`src/rtl/rdx_cla_pkg.sv`:
```
package rdx_cla_pkg;
    // bits needed to hold values 0..maxval
    function automatic int bits_for(input int maxval);
        int w;
        w = 1;
        while ((1 << w) <= maxval) w++;
        return w;
    endfunction
endpackage

```
`src/rtl/rdx_digit_pg.sv`:
```
module rdx_digit_pg #(
    parameter int RADIX = 10,
    parameter int DW    = 4,
    parameter int SW    = 5
) (
    input  logic [DW-1:0] a_i,
    input  logic [DW-1:0] b_i,
    output logic [SW-1:0] psum_o,
    output logic          prop_o,
    output logic          gen_o
);
    always_comb begin
        psum_o = SW'(a_i) + SW'(b_i);
        gen_o  = (psum_o >= SW'(RADIX));
        prop_o = (psum_o == SW'(RADIX - 1));
    end
endmodule

```
`src/rtl/rdx_prefix_tree.sv`:
```
module rdx_prefix_tree #(
    parameter int NDIG = 8,
    parameter int LVL  = 3
) (
    input  logic [NDIG-1:0] prop_i,
    input  logic [NDIG-1:0] gen_i,
    input  logic            cin_i,
    output logic [NDIG:0]   carry_o
);
    logic [NDIG-1:0] gl [LVL+1];
    logic [NDIG-1:0] pl [LVL+1];

    always_comb begin
        gl[0] = gen_i;
        pl[0] = prop_i;
        for (int lv = 0; lv < LVL; lv++) begin
            for (int i = 0; i < NDIG; i++) begin
                if (i >= (1 << lv)) begin
                    gl[lv+1][i] = gl[lv][i] | (pl[lv][i] & gl[lv][i-(1<<lv)]);
                    pl[lv+1][i] = pl[lv][i] & pl[lv][i-(1<<lv)];
                end else begin
                    gl[lv+1][i] = gl[lv][i];
                    pl[lv+1][i] = pl[lv][i];
                end
            end
        end
        carry_o[0] = cin_i;
        for (int i = 0; i < NDIG; i++) begin
            carry_o[i+1] = gl[LVL][i] | (pl[LVL][i] & cin_i);
        end
    end
endmodule

```
`src/rtl/rdx_digit_sum.sv`:
```
module rdx_digit_sum #(
    parameter int RADIX = 10,
    parameter int DW    = 4,
    parameter int SW    = 5
) (
    input  logic [SW-1:0] psum_i,
    input  logic          cin_i,
    output logic [DW-1:0] dig_o
);
    logic [SW-1:0] tot;
    logic [SW-1:0] red;
    always_comb begin
        tot = psum_i + SW'(cin_i);
        red = (tot >= SW'(RADIX)) ? (tot - SW'(RADIX)) : tot;
        dig_o = red[DW-1:0];
    end
endmodule

```
`src/rtl/rdx_cla_adder.sv`:
```
module rdx_cla_adder #(
    parameter int RADIX = 10,
    parameter int NDIG  = 8,
    parameter int DW    = rdx_cla_pkg::bits_for(RADIX - 1)
) (
    input  logic              clk,
    input  logic              rst_n,
    input  logic [NDIG*DW-1:0] a_dig,
    input  logic [NDIG*DW-1:0] b_dig,
    input  logic              cin,
    output logic [NDIG*DW-1:0] sum_dig,
    output logic              cout
);
    localparam int SW  = rdx_cla_pkg::bits_for(2*RADIX - 1);
    localparam int LVL = (NDIG > 1) ? $clog2(NDIG) : 0;

    logic [SW-1:0]      psum [NDIG];
    logic [NDIG-1:0]    prop;
    logic [NDIG-1:0]    gen;
    logic [NDIG:0]      carry;
    logic [NDIG*DW-1:0] sum_nx;

    for (genvar d = 0; d < NDIG; d++) begin : g_dig
        rdx_digit_pg #(.RADIX(RADIX), .DW(DW), .SW(SW)) u_pg (
            .a_i    (a_dig[d*DW +: DW]),
            .b_i    (b_dig[d*DW +: DW]),
            .psum_o (psum[d]),
            .prop_o (prop[d]),
            .gen_o  (gen[d])
        );
        rdx_digit_sum #(.RADIX(RADIX), .DW(DW), .SW(SW)) u_sum (
            .psum_i (psum[d]),
            .cin_i  (carry[d]),
            .dig_o  (sum_nx[d*DW +: DW])
        );
    end

    rdx_prefix_tree #(.NDIG(NDIG), .LVL(LVL)) u_tree (
        .prop_i  (prop),
        .gen_i   (gen),
        .cin_i   (cin),
        .carry_o (carry)
    );

    always_ff @(posedge clk) begin
        if (!rst_n) begin
            sum_dig <= '0;
            cout    <= 1'b0;
        end else begin
            sum_dig <= sum_nx;
            cout    <= carry[NDIG];
        end
    end
endmodule

```
`config.mk`:
```
export PLATFORM = sky130hd
export DESIGN_NAME = rdx_cla_adder
export DESIGN_NICKNAME = d
export VERILOG_FILES = /design/src/rtl/rdx_cla_pkg.sv /design/src/rtl/rdx_digit_pg.sv /design/src/rtl/rdx_prefix_tree.sv /design/src/rtl/rdx_digit_sum.sv /design/src/rtl/rdx_cla_adder.sv
export SDC_FILE = /design/constraint.sdc
export NUM_CORES = 1
export LEC_CHECK = 0
export ABC_AREA = 1
export BUFFER_PORTS_ARGS = -buffer_cell sky130_fd_sc_hd__buf_4
export CAP_MARGIN = 20
export CORE_MARGIN = 1
export CORE_UTILIZATION = 50
export CTS_BUF_LIST = sky130_fd_sc_hd__clkbuf_4 sky130_fd_sc_hd__clkbuf_8
export DETAILED_ROUTE_END_ITERATION = 8
export PLACE_DENSITY = 0.77
export SYNTH_ARGS = -nofsm -noshare
export SYNTH_HDL_FRONTEND = slang
export SYNTH_SLANG_ARGS = --single-unit
```
`constraint.sdc`:
```
create_clock -name clk -period 5.07 [get_ports clk]
set_clock_uncertainty 0.15 [all_clocks]
set_input_delay 0.7605 -clock clk [delete_from_list [all_inputs] [get_ports clk]]
set_output_delay 0.7605 -clock clk [all_outputs]
set_load 0.005 [all_outputs]
```
==> flow_summary.yaml, run 1 <==
global_routing:
  grt_use_total: 0.2313
  overflow: 0
  grt_pass1_vias: 3610
  grt_pass1_wl_mm: 14.52
  antenna_found_initial: 0
  grt_max_degree: 27
pwr:
  p_int_mw: 0.7406
  powerDensity_mw_per_mm2: 272.0
  leakage_nw: 2.608
  irDropWorstVdd_uv: 137.4
  seqPwrFrac: 0.271
  switching_power_mw: 0.5198
  p_comb_frac: 0.566
  p_sw_frac: 0.4124
  pwr-share-clk: 0.163
logic_synthesis:
  synth_cell_type_count: 34
  async_flop_share: 0
  syn_inst: 571
  ys_warn_count: 0
  synth.avg_cell_area_um2: 6.490
  synth-seq-cells: 33
  yosysSeqAreaShare: 0.1783
  synth_nets: 702
  synth_edf_count: 0
  synth_area_mm2: 0.003706
  synth_ff_type: "dfxtp_1"
clock_tree:
  clock_sinks: 33
  cts_setup_buffers: 0
  ctsResizeCount: 0
  cts.hold.buffers_added: 0
  cts_buffer_depth: 2
  ctsRootBufferMaster: "clkbuf_8"
  cts_tree: "done"
  ctsHtreeMaxLevel: 2
  cts_made_buffers: 5
  clk_pin_slew_ns: 0.07
drt:
  antenna_left: 0
  drcViolationCount: 0
  wire_per_inst_um: 10.95
  routed_via_density: 4.921
  drt_pass1_iterations: 4
  wirelength_mm: 8.479
  vias: 3809
  drt_iter0_drc: 135
final_layout:
  nFillCells: 672
  drive_gt1_frac: 0.2178
  fin_area_mm2: 0.004634
  nNetsFinal: 805
  layout_commonest_cell: "nand2_1"
  syn2layout_area_growth_pct: 25.05
  layout_common_cells: "nand2_1 (157), buf_4 (99), inv_1 (86)"
  register_area_um2: 660.6
  antennaDiodeCount: 0
  multi_input_area_mm2: 0.002690
placement:
  gp_routability_congestion: 0.8538
  placed_area_mm2: 0.004548
  portBuffers: 99
  dpl.hpwl_mm: 7.165
setup_path:
  path_class: "in -> reg"
  arrival_ns: 4.06
  slowest_stage: "fa_1"
  slowest_delay_ns: 0.43
  cp-end-kind: "register"
  cp_cell_sequence: "buf_4 > ha_1 > fa_1 > xnor2_1 > nand3_1 > nor2_1 > nand2_1 > nor2_1 > nand2_1 > nand2_2 > nand3_1 > nand3_1 > ha_1 > ha_1 > inv_1 > a21oi_1 > nor2_1 > inv_1 > ha_1 > o21ai_0 > nand3_1 > nand2_1 > o21ai_0 > nor2_1"
  worst-path-buf-inv: 3
  cp-start-kind: "primary input"
  crit_path_start: "a_dig[8]"
  critPathTopFamily: "adder cells"
  required_ns: 5.11
  path_max_fanout: 4
timing:
  setup-violations-final: 0
  tns_ns: 0
  fin_crit_sh: 0.7922
  final.min_clock_period_ns: 4.017
  fmax_mhz: 249.0
  hold_viol_final: 0
  worst_pin_slew_ns: 0.3687
  grt_setup_unrepaired: "no"
  slew_headroom: 0.7533
  finalMaxSlewViolations: 0
floorplanning:
  ios: 100
  start_util: 0.5137
  core_area_mm2: 0.007214
  die_w_um: 88.10
  die_area_mm2: 0.007761
  std_cell_rows: 31
  die_height_um: 88.10
run_status:
  status: "completed"
hold_path:
  hold_path.class: "in -> reg"
  hp-start: "cin"
run:
  drv_cap: 0
==> per-layer routing <==
layer	GRT usage	wire, um
met1	0.2707	3829
met5	0	0
met4	0.06598	115
met3	0.03864	380
met2	0.4313	4154
==> power by group through the flow <==
stage | combinational, mW | clock, mW | sequential [mW]
floorplan | 0.466 | 0 | 0.351
global placement | 0.688 | 0 | 0.347
detailed placement | 0.712 | 0 | 0.347
CTS | 0.716 | 0.212 | 0.342
global route | 0.824 | 0.221 | 0.347
finish | 0.714 | 0.205 | 0.342
==> sequential cells by signal, summed over array words and instances (netlist names) <==
| signal | cells |
|---|---|
| cout | 1 |
| sum_dig | 32 |
==> cell type report <==
class | instances | share of cell area
clock buffers | 5 | 0.01485
inverters | 88 | 0.07127
clock inverters | 3 | 0.003780
flip-flops and latches | 33 | 0.1425
well taps | 99 | 0.02673
multi-input cells | 447 | 0.5805
repair buffers | 99 | 0.1604
==> worst paths after layout <==
check / slack (ns) / depth (start not counted) / to
max: 1.05 / 24 / sum_dig[26]
min: 0.66 / 4 / sum_dig[0]
==> cells in the mapped netlist, types with 5 or more instances <==
| master | count | share of area |
|---|---|---|
| nand2_1 | 157 | 0.16 |
| inv_1 | 86 | 0.087 |
| nor2_1 | 61 | 0.062 |
| ha_1 | 56 | 0.19 |
| nand3_1 | 53 | 0.072 |
| dfxtp_1 | 33 | 0.18 |
| a21oi_1 | 29 | 0.039 |
| o21ai_0 | 12 | 0.016 |
| nand2_2 | 10 | 0.017 |
| fa_1 | 8 | 0.043 |
| nor2_2 | 7 | 0.012 |
| nand4_1 | 6 | 0.010 |
| or2_2 | 6 | 0.010 |
| a21oi_2 | 5 | 0.012 |
| xor2_1 | 5 | 0.012 |
==> stage by stage <==
stage               setup slack [ns]  cells  hold WS [ns]  utilization  power, mW
floorplan                      1.305    571        0.8414            -     0.8166
global placement              0.9637    766        0.9624       0.6304      1.035
detailed placement            0.7835    766        0.9618       0.6304      1.059
finish                         1.053    774        0.6605       0.6424      1.260
CTS                            1.076    774        0.6537       0.6424      1.270
global route                  0.6716    774        0.6822       0.6424      1.392
==> tightest hold or removal path, delay by kind of cell <==
| family | cells | cell delay [ns] |
|---|---|---|
| fa+ha+maj | 1 | 0.14 |
| buf+inv | 2 | 0.12 |
| simple gates | 1 | 0.05 |
==> cell families (layout without fill, tap and decap cells) <==
kind of cell | Yosys count | count (layout) | share of synthesized area
buf+inv | 91 | 195 | 0.09588
xor+xnor | 10 | 10 | 0.02971
compound gates | 62 | 62 | 0.09892
flops | 33 | 33 | 0.1783
simple gates | 311 | 311 | 0.3650
fa+ha+maj | 64 | 64 | 0.2323
Note: power is estimated with default switching activity, not from simulation.
==> run 2, diff against run 1 <==
--- a/config.mk
+++ b/config.mk
@@ -12,7 +12,7 @@
 export CORE_UTILIZATION = 50
 export CTS_BUF_LIST = sky130_fd_sc_hd__clkbuf_4 sky130_fd_sc_hd__clkbuf_8
 export DETAILED_ROUTE_END_ITERATION = 8
-export PLACE_DENSITY = 0.77
+export PLACE_DENSITY = 0.8
 export SYNTH_ARGS = -nofsm -noshare
 export SYNTH_HDL_FRONTEND = slang
 export SYNTH_SLANG_ARGS = --single-unit
==> constraint.sdc (replaced) <==
create_clock -name clk -period 3.4 [get_ports clk]
set_clock_uncertainty 0.15 [all_clocks]
set_input_delay 0.51 -clock clk [delete_from_list [all_inputs] [get_ports clk]]
set_output_delay 0.51 -clock clk [all_outputs]
set_load 0.005 [all_outputs]
==> flow_summary.yaml, run 2 (same netlist as run 1, synthesis figures left out) <==
run_status:
  status: "completed"
pwr:
  powerDensity_mw_per_mm2: 411.2
  irDropWorstVdd_uv: 322.5
  total_power_mw: 2.361
  leakage_nw: 3.069
timing:
  slew_headroom: 0.7397
  grt_setup_unrepaired: "yes"
  setup-violations-final: 0
  hold_slack_ns: 0.4276
  fin_crit_sh: 0.9926
  finalMaxSlewViolations: 0
  hold_viol_final: 0
  worst_pin_slew_ns: 0.3900
  final.min_clock_period_ns: 3.375
  fmax_mhz: 296.3
drt:
  drt_iter0_drc: 125
  antenna_left: 0
  drt_pass1_iterations: 5
  routed_via_density: 5.046
  vias: 4360
  wirelength_mm: 10.88
  wire_per_inst_um: 12.59
  drcViolationCount: 0
global_routing:
  antenna_found_initial: 0
  grt_pass1_wl_mm: 16.07
  overflow: 0
  grt_max_degree: 27
  grt_use_total: 0.2549
  grt_pass1_vias: 4101
setup_path:
  cp-end-kind: "register"
  cp-start-kind: "primary input"
  arrival_ns: 3.41
  path_class: "in -> reg"
  required_ns: 3.43
  path_max_fanout: 3
  crit_path_start: "a_dig[12]"
floorplanning:
  die_area_mm2: 0.007761
  core_area_mm2: 0.007214
  ios: 100
  start_util: 0.5137
  die_height_um: 88.10
  std_cell_rows: 31
  die_w_um: 88.10
final_layout:
  drive_gt1_frac: 0.4248
  syn2layout_area_growth_pct: 54.93
  largestRegisters: "sum_dig x32, cout x1"
  multi_input_area_mm2: 0.003095
  register_area_um2: 660.6
  largest_reg_flops: 32
  layout_common_cells: "buf_4 (186), nand2_1 (140), inv_1 (79)"
  nFillCells: 509
  fin_cells: 864
  regMostFlops: "sum_dig"
  layout_commonest_cell: "buf_4"
  nNetsFinal: 896
  antennaDiodeCount: 0
clock_tree:
  clk_pin_slew_ns: 0.08
  cts.hold.buffers_added: 0
  cts_buffer_depth: 2
  ctsHtreeMaxLevel: 2
  ctsRootBufferMaster: "clkbuf_8"
  cts_made_buffers: 5
  cts_tree: "done"
  clock_sinks: 33
hold_path:
  hp-start: "cin"
  hold_path.class: "in -> reg"
placement:
  gp_routability_congestion: 0.8375
  dpl.hpwl_mm: 7.845
  dp_cells: 840
  portBuffers: 99
run:
  drv_cap: 0
-- run 2: area by class of cell --
class	count	area share
multi-input cells	447	0.5391
inverters	88	0.05753
clock buffers	6	0.01438
clock inverters	1	0.001307
flip-flops and latches	33	0.1151
well taps	99	0.02157
repair buffers	190	0.2510
-- run 2: power by group --
part | total (mW) | switching [mW] | internal (mW)
Sequential | 0.507 | 0.0283 | 0.479
Combinational | 1.53 | 0.754 | 0.777
Clock | 0.323 | 0.162 | 0.161
-- run 2: what timing repair did --
item,CTS,global route
pin swaps,22,62
endpoints found under the setup margin,11,18
endpoints found under the hold margin,0,0
setup buffers,6,11
gates resized for setup,26,80
-- run 2: stage by stage --
stage	cell area [um2]	worst slack [ns]	utilization	TNS, ns
global placement	5134	-0.3677	0.7116	-4.046
CTS	5363	-0.01111	0.7433	-0.01111
finish	5742	0.02518	0.7959	0
detailed placement	5134	-0.4982	0.7116	-5.824
floorplan	3736	0.006579	-	0
global route	5742	-0.09645	0.7959	-0.4836
-- run 2: path summary, 6_finish.rpt --
path | end | slack [ns] | cells after the start
min | sum_dig[0] | 0.43 | 4
max | sum_dig[26] | 0.03 | 27
-- run 2: worst max-delay path, cell delays in order --
cell and delay [ns]:
buf_6 0.10, ha_4 0.15, fa_2 0.38, inv_2 0.08, nand2_2 0.05, nand2_2 0.08
nand2_2 0.06, nor2_2 0.11, buf_4 0.11, nand4_1 0.08, nor2_2 0.13, nand2_2 0.05
nand2_2 0.07, nand3_2 0.08, nand3_2 0.09, ha_4 0.15, ha_4 0.14, inv_2 0.03
a21oi_2 0.14, nor2_2 0.07, inv_1 0.07, ha_2 0.17, o21ai_1 0.06, nand3_1 0.11
nand2_1 0.10, o21ai_1 0.16, nor2_1 0.06
-- run 2: per-layer routing --
| metal | global-route usage | part of all wire | vias up |
|---|---|---|---|
| met5 | 0 | 0 | - |
| met4 | 0.09238 | 0.019 | 0 |
| met3 | 0.04618 | 0.051 | 23 |
| met2 | 0.4954 | 0.54 | 144 |
| met1 | 0.2723 | 0.39 | 1988 |
| li1 | - | - | 2205 |
